[src/rtl/exec_pkg.sv]
package exec_pkg;

  typedef enum logic [3:0] {
    OP_ADD   = 4'd0,
    OP_SUB   = 4'd1,
    OP_MUL   = 4'd2,
    OP_DIV   = 4'd3,
    OP_AND   = 4'd4,
    OP_OR    = 4'd5,
    OP_NAND  = 4'd6,
    OP_NOR   = 4'd7,
    OP_XOR   = 4'd8,
    OP_NOT   = 4'd9,
    OP_SHIFT = 4'd10,
    OP_INC   = 4'd11
  } opcode_e;

  typedef enum logic [1:0] {
    SH_LOGIC = 2'd0,
    SH_ARITH = 2'd1,
    SH_CYCLE = 2'd2
  } shkind_e;

  typedef enum logic [2:0] {
    U_NONE,
    U_ADDSUB,
    U_MUL,
    U_DIV,
    U_LOGIC,
    U_SHIFT,
    U_INC
  } unit_e;

  typedef enum logic [2:0] {
    L_AND,
    L_OR,
    L_NAND,
    L_NOR,
    L_XOR,
    L_NOT
  } logic_e;

  typedef struct packed {
    unit_e  unit;
    logic   isSub;
    logic_e logicSel;
    logic   carryWr;
    logic   ovflWr;
    logic   load;
  } strobe_t;

endpackage

[src/rtl/exec_ctrl.sv]
module exec_ctrl
  import exec_pkg::*;
(
  input  logic       inValid,
  input  logic [3:0] opCode,
  input  logic       carryEn,
  input  logic       ovflEn,
  output strobe_t    strobe
);

  logic carryKind;
  logic ovflKind;

  always_comb begin
    strobe.unit     = U_NONE;
    strobe.isSub    = 1'b0;
    strobe.logicSel = L_AND;
    carryKind       = 1'b0;
    ovflKind        = 1'b0;
    case (opCode)
      OP_ADD:   begin strobe.unit = U_ADDSUB; carryKind = 1'b1; ovflKind = 1'b1; end
      OP_SUB:   begin strobe.unit = U_ADDSUB; strobe.isSub = 1'b1; carryKind = 1'b1; ovflKind = 1'b1; end
      OP_MUL:   begin strobe.unit = U_MUL; ovflKind = 1'b1; end
      OP_DIV:   begin strobe.unit = U_DIV; ovflKind = 1'b1; end
      OP_AND:   begin strobe.unit = U_LOGIC; strobe.logicSel = L_AND; end
      OP_OR:    begin strobe.unit = U_LOGIC; strobe.logicSel = L_OR; end
      OP_NAND:  begin strobe.unit = U_LOGIC; strobe.logicSel = L_NAND; end
      OP_NOR:   begin strobe.unit = U_LOGIC; strobe.logicSel = L_NOR; end
      OP_XOR:   begin strobe.unit = U_LOGIC; strobe.logicSel = L_XOR; end
      OP_NOT:   begin strobe.unit = U_LOGIC; strobe.logicSel = L_NOT; end
      OP_SHIFT: strobe.unit = U_SHIFT;
      OP_INC:   begin strobe.unit = U_INC; carryKind = 1'b1; ovflKind = 1'b1; end
      default:  strobe.unit = U_NONE;
    endcase
    strobe.load    = inValid;
    strobe.carryWr = inValid && carryEn && carryKind;
    strobe.ovflWr  = inValid && ovflEn && ovflKind;
  end

endmodule

[src/rtl/exec_datapath.sv]
module exec_datapath
  import exec_pkg::*;
#(
  parameter int W  = 16,
  parameter int AW = $clog2(W) + 1
) (
  input  logic          clk,
  input  logic          rstN,
  input  strobe_t       strobe,
  input  logic [3:0]    opCode,
  input  logic [W-1:0]  opA,
  input  logic [W-1:0]  opB,
  input  logic [1:0]    shiftKind,
  input  logic          shiftLeft,
  input  logic [AW-1:0] amount,
  output logic [W-1:0]  result,
  output logic          resValid,
  output logic          divErr,
  output logic          carryFlag,
  output logic          ovflFlag
);

  localparam int PW = 2 * W;

  // add / subtract
  logic [W-1:0] bEff;
  logic [W:0]   addSum;
  logic         addOvfl;
  assign bEff    = strobe.isSub ? ~opB : opB;
  assign addSum  = {1'b0, opA} + {1'b0, bEff} + {{W{1'b0}}, strobe.isSub};
  assign addOvfl = (opA[W-1] == bEff[W-1]) && (addSum[W-1] != opA[W-1]);

  // increment
  logic [W:0] incSum;
  assign incSum = {1'b0, opA} + {{(W+1-AW){1'b0}}, amount};

  // multiply
  logic [PW-1:0] prod;
  logic          mulOvfl;
  assign prod    = $signed({{W{opA[W-1]}}, opA}) * $signed({{W{opB[W-1]}}, opB});
  assign mulOvfl = !((&prod[PW-1:W-1]) || !(|prod[PW-1:W-1]));

  // divide, one extra bit holds the MIN / -1 quotient
  logic         divZero;
  logic [W:0]   numX, denX, quo;
  logic         divOvfl;
  assign divZero = (opB == '0);
  assign numX    = {opA[W-1], opA};
  assign denX    = divZero ? {{W{1'b0}}, 1'b1} : {opB[W-1], opB};
  assign quo     = $signed(numX) / $signed(denX);
  assign divOvfl = !divZero && (quo[W] != quo[W-1]);

  // shifts
  logic          bigAmt;
  logic [AW-1:0] rotAmt;
  logic [PW-1:0] dbl, rolV, rorV;
  logic [W-1:0]  shRes;
  assign bigAmt = amount >= AW'(W);
  assign rotAmt = AW'(amount % AW'(W));
  assign dbl    = {opA, opA};
  assign rolV   = dbl << rotAmt;
  assign rorV   = dbl >> rotAmt;

  always_comb begin
    if (shiftKind == SH_CYCLE) begin
      shRes = shiftLeft ? rolV[PW-1:W] : rorV[W-1:0];
    end else if (bigAmt) begin
      shRes = (shiftKind == SH_ARITH && !shiftLeft) ? {W{opA[W-1]}} : '0;
    end else if (shiftLeft) begin
      shRes = opA << amount;
    end else if (shiftKind == SH_ARITH) begin
      shRes = $signed(opA) >>> amount;
    end else begin
      shRes = opA >> amount;
    end
  end

  // logic
  logic [W-1:0] logRes;
  always_comb begin
    case (strobe.logicSel)
      L_AND:   logRes = opA & opB;
      L_OR:    logRes = opA | opB;
      L_NAND:  logRes = ~(opA & opB);
      L_NOR:   logRes = ~(opA | opB);
      L_XOR:   logRes = opA ^ opB;
      default: logRes = ~opA;
    endcase
  end

  // result select and raw flag outcomes
  logic [W-1:0] nextRes;
  logic         rawCarry, rawOvfl;
  always_comb begin
    nextRes  = '0;
    rawCarry = 1'b0;
    rawOvfl  = 1'b0;
    case (strobe.unit)
      U_ADDSUB: begin
        nextRes  = addSum[W-1:0];
        rawCarry = strobe.isSub ? !addSum[W] : addSum[W];
        rawOvfl  = addOvfl;
      end
      U_MUL:   begin nextRes = prod[W-1:0]; rawOvfl = mulOvfl; end
      U_DIV:   begin nextRes = divZero ? '1 : quo[W-1:0]; rawOvfl = divOvfl; end
      U_LOGIC: nextRes = logRes;
      U_SHIFT: nextRes = shRes;
      U_INC: begin
        nextRes  = incSum[W-1:0];
        rawCarry = incSum[W];
        rawOvfl  = !opA[W-1] && incSum[W-1];
      end
      default: nextRes = '0;
    endcase
  end

  always_ff @(posedge clk or negedge rstN) begin
    if (!rstN) begin
      result    <= '0;
      resValid  <= 1'b0;
      divErr    <= 1'b0;
      carryFlag <= 1'b0;
      ovflFlag  <= 1'b0;
    end else begin
      resValid <= strobe.load;
      if (strobe.load) begin
        result <= nextRes;
        divErr <= (strobe.unit == U_DIV) && divZero;
      end else begin
        divErr <= 1'b0;
      end
      if (strobe.carryWr && rawCarry) carryFlag <= 1'b1;
      if (strobe.ovflWr && rawOvfl)   ovflFlag  <= 1'b1;
    end
  end

  p_valid_follows_r2: assert property (@(posedge clk) disable iff (!rstN)
    resValid |-> $past(strobe.load));

  p_carry_rise_r3: assert property (@(posedge clk) disable iff (!rstN)
    $rose(carryFlag) |-> $past(strobe.carryWr));

  p_ovfl_rise_r4: assert property (@(posedge clk) disable iff (!rstN)
    $rose(ovflFlag) |-> $past(strobe.ovflWr));

  p_div_zero_fill_r7: assert property (@(posedge clk) disable iff (!rstN)
    divErr |-> (result == '1));

  p_div_zero_cause_r7: assert property (@(posedge clk) disable iff (!rstN)
    divErr |-> $past(strobe.load && opCode == OP_DIV && opB == '0));

  p_flags_kept_r11: assert property (@(posedge clk) disable iff (!rstN)
    (strobe.load && (strobe.unit == U_LOGIC || strobe.unit == U_SHIFT || strobe.unit == U_NONE))
      |=> ($stable(carryFlag) && $stable(ovflFlag)));

endmodule

[src/rtl/exec_unit.sv]
module exec_unit
  import exec_pkg::*;
#(
  parameter int W = 16,
  localparam int AW = $clog2(W) + 1
) (
  input  logic          clk,
  input  logic          rstN,
  input  logic          inValid,
  input  logic [3:0]    opCode,
  input  logic [W-1:0]  opA,
  input  logic [W-1:0]  opB,
  input  logic [1:0]    shiftKind,
  input  logic          shiftLeft,
  input  logic [AW-1:0] amount,
  input  logic          carryEn,
  input  logic          ovflEn,
  output logic [W-1:0]  result,
  output logic          resValid,
  output logic          divErr,
  output logic          carryFlag,
  output logic          ovflFlag
);

  strobe_t strobe;

  exec_ctrl u_ctrl (
    .inValid (inValid),
    .opCode  (opCode),
    .carryEn (carryEn),
    .ovflEn  (ovflEn),
    .strobe  (strobe)
  );

  exec_datapath #(.W(W), .AW(AW)) u_dp (
    .clk       (clk),
    .rstN      (rstN),
    .strobe    (strobe),
    .opCode    (opCode),
    .opA       (opA),
    .opB       (opB),
    .shiftKind (shiftKind),
    .shiftLeft (shiftLeft),
    .amount    (amount),
    .result    (result),
    .resValid  (resValid),
    .divErr    (divErr),
    .carryFlag (carryFlag),
    .ovflFlag  (ovflFlag)
  );

endmodule

[config.mk]
export PLATFORM = sky130hd
export DESIGN_NAME = exec_unit
export DESIGN_NICKNAME = d
export VERILOG_FILES = /design/src/rtl/exec_pkg.sv /design/src/rtl/exec_ctrl.sv /design/src/rtl/exec_datapath.sv /design/src/rtl/exec_unit.sv
export SDC_FILE = /design/constraint.sdc
export NUM_CORES = 2
export LEC_CHECK = 0
export CORE_UTILIZATION = 63
export DETAILED_ROUTE_END_ITERATION = 12
export PLACE_DENSITY = 0.82
export RECOVER_POWER = 50
export SKIP_LAST_GASP = 1
export SYNTH_ARGS = -nofsm -noshare
export SYNTH_HDL_FRONTEND = slang
export SYNTH_SLANG_ARGS = --single-unit
[constraint.sdc]
create_clock -name clk -period 2.8 [get_ports clk]
set_clock_uncertainty 0.2 [all_clocks]
set_input_delay 0.42 -clock clk [delete_from_list [all_inputs] [get_ports clk]]
set_output_delay 0.42 -clock clk [all_outputs]
set_load 0.05 [all_outputs]
==> summary.md, run 1 <==
| Metric | Value |
|---|---|
| Synth unique cells | 112 |
| Number of top-level design ports | 69 |
| Initial Util | 64.25% |
| Avg Inst Size Synth | 7.702 um^2 |
| Run status | did not finish |
| Number of buffers inserted by port buffering | 68 |
| Sink Count | 20 |
| Pin count of the biggest net entering global routing | 48 |
| Worst endpoint left by the global-route repair_timing run | u_dp.result[9]$_DFFE_PN0P_/D |
| Horizontal die dimension | 201.0 um |
| Pin category terminating the worst setup path after the last repair | sequential cell input |
| Clock root buffer | clkbuf_16 |
| Seq/Total Area, Yosys | 2.006% |
| # hold bufs at CTS | 0 |
| Die Y | 201.0 um |
| Synthesis warning total | 0 |
| Top cells by area in the synthesized netlist | fa_1 (21%), ha_1 (15%), nor2_1 (5.9%), inv_1 (5.6%), xnor2_1 (5.5%) |
| Final global-route overflow total | 830 |
| Final Wtd Congestion | 1.091 |
| Yosys top cell area share | 21.19% |
| Maximum count of clock buffers along a single path | 2 |
| Last stage reached | 5_1_grt |
| Synth area leader | fa_1 |
| Dominant cell by count in the synthesized netlist | nor2_1 |
| First Err | [ERROR GRT-0232] Routing congestion too high. Check the congestion heatmap in the GUI. |
| Cell count after synthesis | 3239 |
| Async set-or-reset flop fraction in the synthesized netlist | 100.0% |
| Number of cell rows | 72 |
| Number of instances in the placed design | 4561 |
| Post-synthesis register bit count | 20 |
| Clock H-tree levels | 1 |
| GRT Resource Usage Total | 89.74% |
| Clock buffers created by TritonCTS | 3 |
| Number of enable flip-flop cells after synthesis | 0 |
| Most used standard cells in the synthesized netlist | nor2_1 (395), inv_1 (372), ha_1 (294) |
| Detailed Place HPWL | 86670 um |
| Area of the mapped netlist | 24950 um^2 |
| Leading register cell type out of synthesis | dfrtp_1 |
| Post-synth net total | 3846 |
-- repair_timing --
action	in CTS
gates resized for setup	141
endpoints found under the setup margin	18
cloned	3
setup buffers	98
pin swaps	106
-- cell families after synthesis --
kind of cell	after synthesis	share of synthesized area (%)
compound gates	807	22.31
fa+ha+maj	558	35.93
flops	20	2.006
buf+inv	549	8.512
mux	113	5.382
other cells	2	0.03011
simple gates	983	18.56
xor+xnor	207	7.268
-- metal layers --
metal	global-route usage, %	overflow
met5	54.88	5
met3	78.75	36
met4	94.08	209
met2	103.7	546
met1	86.45	34
-- through the flow --
step | TNS (ns) | worst slack [ns] | instance area (um^2)
after detailed placement | -473.79 | -28.02 | 33260
after global placement | -450.11 | -26.59 | 33260
after CTS | -438.68 | -25.95 | 34790
after floorplan | -444.82 | -26.44 | 25870
==> inputs of run 2 (changes only) <==
CORE_UTILIZATION = 40   (was 63)
PLACE_DENSITY = not set   (was 0.82)
PLACE_DENSITY_LB_ADDON = 0.15   (was not set)
==> run 2 against run 1 <==
Effect of this change: the flow now finishes, with violations (negative setup slack); synthesized cell count is the same; synthesized area unchanged.
==> summary.md, run 2 <==
| Metric | Value |
|---|---|
| Net switching fraction of the power | 51.48% |
| Critical path class | in -> reg |
| Final Wtd Congestion | 0.9848 (was 1.091) |
| Final global-route overflow total | 0 |
| Maximum count of clock buffers along a single path | 2 (unchanged) |
| Async set-or-reset flop fraction in the synthesized netlist | 100.0% (unchanged) |
| Top cells by area in the synthesized netlist | fa_1 (21%), ha_1 (15%), nor2_1 (5.9%), inv_1 (5.6%), xnor2_1 (5.5%) (unchanged) |
| Hold Path Class | reg -> reg |
| Post-synthesis register bit count | 20 (unchanged) |
| Drt total wl | 109200 um |
| Relative max-transition margin | 30.28% |
| Syn-to-layout area delta | 47.14% |
| Pin count of the biggest net entering global routing | 48 |
| Type of element launching the critical path | input pin |
| Avg Inst Size Synth | 7.702 um^2 (unchanged) |
| Tot Pwr | 42950 uW |
| Worst-Margin Slew | 1.040 ns |
| Core ar. | 61710 um^2 |
| Cell count after synthesis | 3239 (unchanged) |
| Number of buffers inserted by port buffering | 68 (unchanged) |
| Leakage power summed over all cells | 0.01758 uW |
| Initial Util | 40.42% (was 64.25%) |
| Number of max-slew violations in the final report | 0 |
| Endpoint, Worst Hold | u_dp.result[8]$_DFFE_PN0P_ |
| Via count of the first global-routing pass | 29260 |
| Most frequent standard cell in the layout excluding fill and tap cells | buf_4 |
| Detailed Place HPWL | 87080 um (was 86670 um) |
| Dominant cell by count in the synthesized netlist | nor2_1 (unchanged) |
| Smallest setup slack after layout | -26.62 ns |
| WP data required | 2.73 ns |
| Run status | complete, but fails checks (was did not finish) |
| Violated checks | negative setup slack |
| Clock buffers created by TritonCTS | 3 (unchanged) |
| Switching power summed over all nets | 22110 uW |
| Crit Reg-Reg Startpoint | u_dp.ovflFlag$_DFFE_PN0P_ |
| Design internal power | 20840 uW |
| Max reg flops | 16 |
| Number of cells on the worst reg-to-reg path | 5 |
| Drt initial violations | 2284 |
| DRC violation count after routing | 0 |
| Synthesis warning total | 0 (unchanged) |
| RSZ-0062 raised after global routing | true |
| First-pass GRT wire length | 169200 um |
| Maximum fanout along the worst path | 8 |
| Synth unique cells | 112 (unchanged) |
| Clock root buffer | clkbuf_16 (unchanged) |
| Detailed-route wire length per cell | 21.53 um |
| Number of top-level design ports | 69 (unchanged) |
| Critical path buffer and inverter count | 18 |
| Number of enable flip-flop cells after synthesis | 0 (unchanged) |
| Power density over the cells | 1170 nW/um^2 |
| # hold bufs at CTS | 0 (unchanged) |
| Yosys top cell area share | 21.19% (unchanged) |
| Max rail drop VDD | 4419 uV |
| Gate family responsible for the most delay along the worst path | compound AO/OA/AOI/OAI gates |
| Depth of the worst hold-timing path | 1 |
| Setup TNS after final layout | -450.33 ns |
| Clock transition at the registers of the reported paths | 0.06 ns |
| Horizontal die dimension | 251.7 um (was 201.0 um) |
| Period utilisation layout | 1051% |
| Clock share of power | 0.9% |
| Count of vias placed by the detailed router | 28710 |
| Part of the power in registers | 1.0% |
| Number of antenna violations at the first check in global routing | 1 |
| Via/cell ratio | 5.659 |
| Post-synth net total | 3846 (unchanged) |
| Area of the mapped netlist | 24950 um^2 (unchanged) |
| Clock H-tree levels | 1 (unchanged) |
| Die Y | 251.7 um (was 201.0 um) |
| Leading register cell type out of synthesis | dfrtp_1 (unchanged) |
| Combinational power share | 98.1% |
| Clock latency of the later-clocked register in the worst-skew pair | 0.25 ns |
| GRT Resource Usage Total | 34.14% |
| Total of max-cap violations | 0 |
| Critical-path cell with the highest stage delay | or4_4 |
| DR pass1 iterations | 8 |
| Slowest cell delay on critical path | 0.62 ns |
| Final #Nets | 4843 |
| Worst Path Arrival | 29.35 ns |
| Share of final-layout standard cells stronger than drive strength 1 | 36.20% |
| Number of hold violations in the final report | 0 |
| Number of cell rows | 91 (was 72) |
| Worst setup EP type | flip-flop |
| Minimum clock period after layout | 29.42 ns |
| Most frequent cells in the layout | buf_4 (1043), nor2_1 (376), inv_1 (370), fa_1 (263), ha_1 (250) |
| Most used standard cells in the synthesized netlist | nor2_1 (395), inv_1 (372), ha_1 (294) (unchanged) |
| Largest register by flop count | u_dp.result |
| Synth area leader | fa_1 (unchanged) |
| Reg-to-reg slack, setup | 0.52 ns |
| Seq/Total Area, Yosys | 2.006% (unchanged) |
| Highest Clock Rate | 33.99 MHz |
| DRT antenna net count | 0 |
| Worst flop-to-flop path endpoint | u_dp.ovflFlag$_DFFE_PN0P_ |
| Die Area | 63370 um^2 |
| TritonCTS clock tree | yes |
| Sink Count | 20 (unchanged) |
| Final setup violation count | 18 |
| Critical hold path startpoint | u_dp.result[8]$_DFFE_PN0P_ |
[run 2: cell counts after synthesis]
No cell type changed its count.
[run 2: layer usage]
metal	vias to the layer above	part of all wire (%)	GRT usage, %	wire length (um)
met3	233	7.9	4.663	8584
met4	0	3.4	8.798	3723
met5	-	0	0	0
met1	14050	44	47.52	48010
li1	13260	-	-	-
met2	1168	45	55.31	48890
[run 2: layout make-up]
cell class                 count  area (um^2)
antenna                        1        2.502
clock buffer                   3        75.07
clock inverter                 1        30.03
fill                        5576        25010
inverter                     388         1456
multi-input combinational   2672        24610
sequential                    20        500.5
tap                          837         1047
timing repair buffer        1151         8985
[run 2: cells by family after synthesis]
logic type	synth area share (%)
xor gates and xnor gates	7.268
other	0.03011
muxes	5.382
and+or+nand+nor	18.56
buffers and inverters	8.512
adders and majority gates	35.93
AOI/OAI and AO/OA	22.31
DFF	2.006
[run 2: worst max-delay path by stage]
stage	from	end	slack, ns	depth (start not counted)
floorplan	opB[4]	u_dp.result[10]$_DFFE_PN0P_	-26.44	144
global placement	opB[1]	u_dp.result[13]$_DFFE_PN0P_	-27.01	138
detailed placement	opB[11]	u_dp.result[13]$_DFFE_PN0P_	-27.98	137
CTS	opB[9]	u_dp.result[13]$_DFFE_PN0P_	-26.37	145
global route	opB[12]	u_dp.result[13]$_DFFE_PN0P_	-27.58	147
finish	opB[7]	u_dp.result[13]$_DFFE_PN0P_	-26.62	145
[run 2: power groups by stage]
stage / logic, uW / registers, uW / clock network, uW
2_1_floorplan: 23800 / 634 / 0
3_3_place_gp: 39100 / 428 / 0
3_5_place_dp: 39800 / 429 / 0
4_1_cts: 41000 / 425 / 398
5_1_grt: 46500 / 436 / 414
6_report: 42100 / 429 / 394
[run 2: through the flow]
stage	cells	hold slack [ns]	worst slack, ns	area, um^2	utilization, %
after floorplan	3239	-0.07559	-26.44	25870	-
after global placement	4929	0.2707	-27.01	33950	55.01
after detailed placement	4929	0.2803	-27.98	33950	55.01
after CTS	5009	0.2952	-26.37	35380	57.34
after global routing	5072	0.3094	-27.58	36700	59.47
final	5073	0.2954	-26.62	36710	59.48
[run 2: what timing repair did]
action,CTS,global route
endpoints found under the setup margin,18,18
cloned,4,0
resized for setup,176,195
buffers inserted,72,71
pin swaps,98,202
No activity file was read; power rests on OpenSTA's default activity.
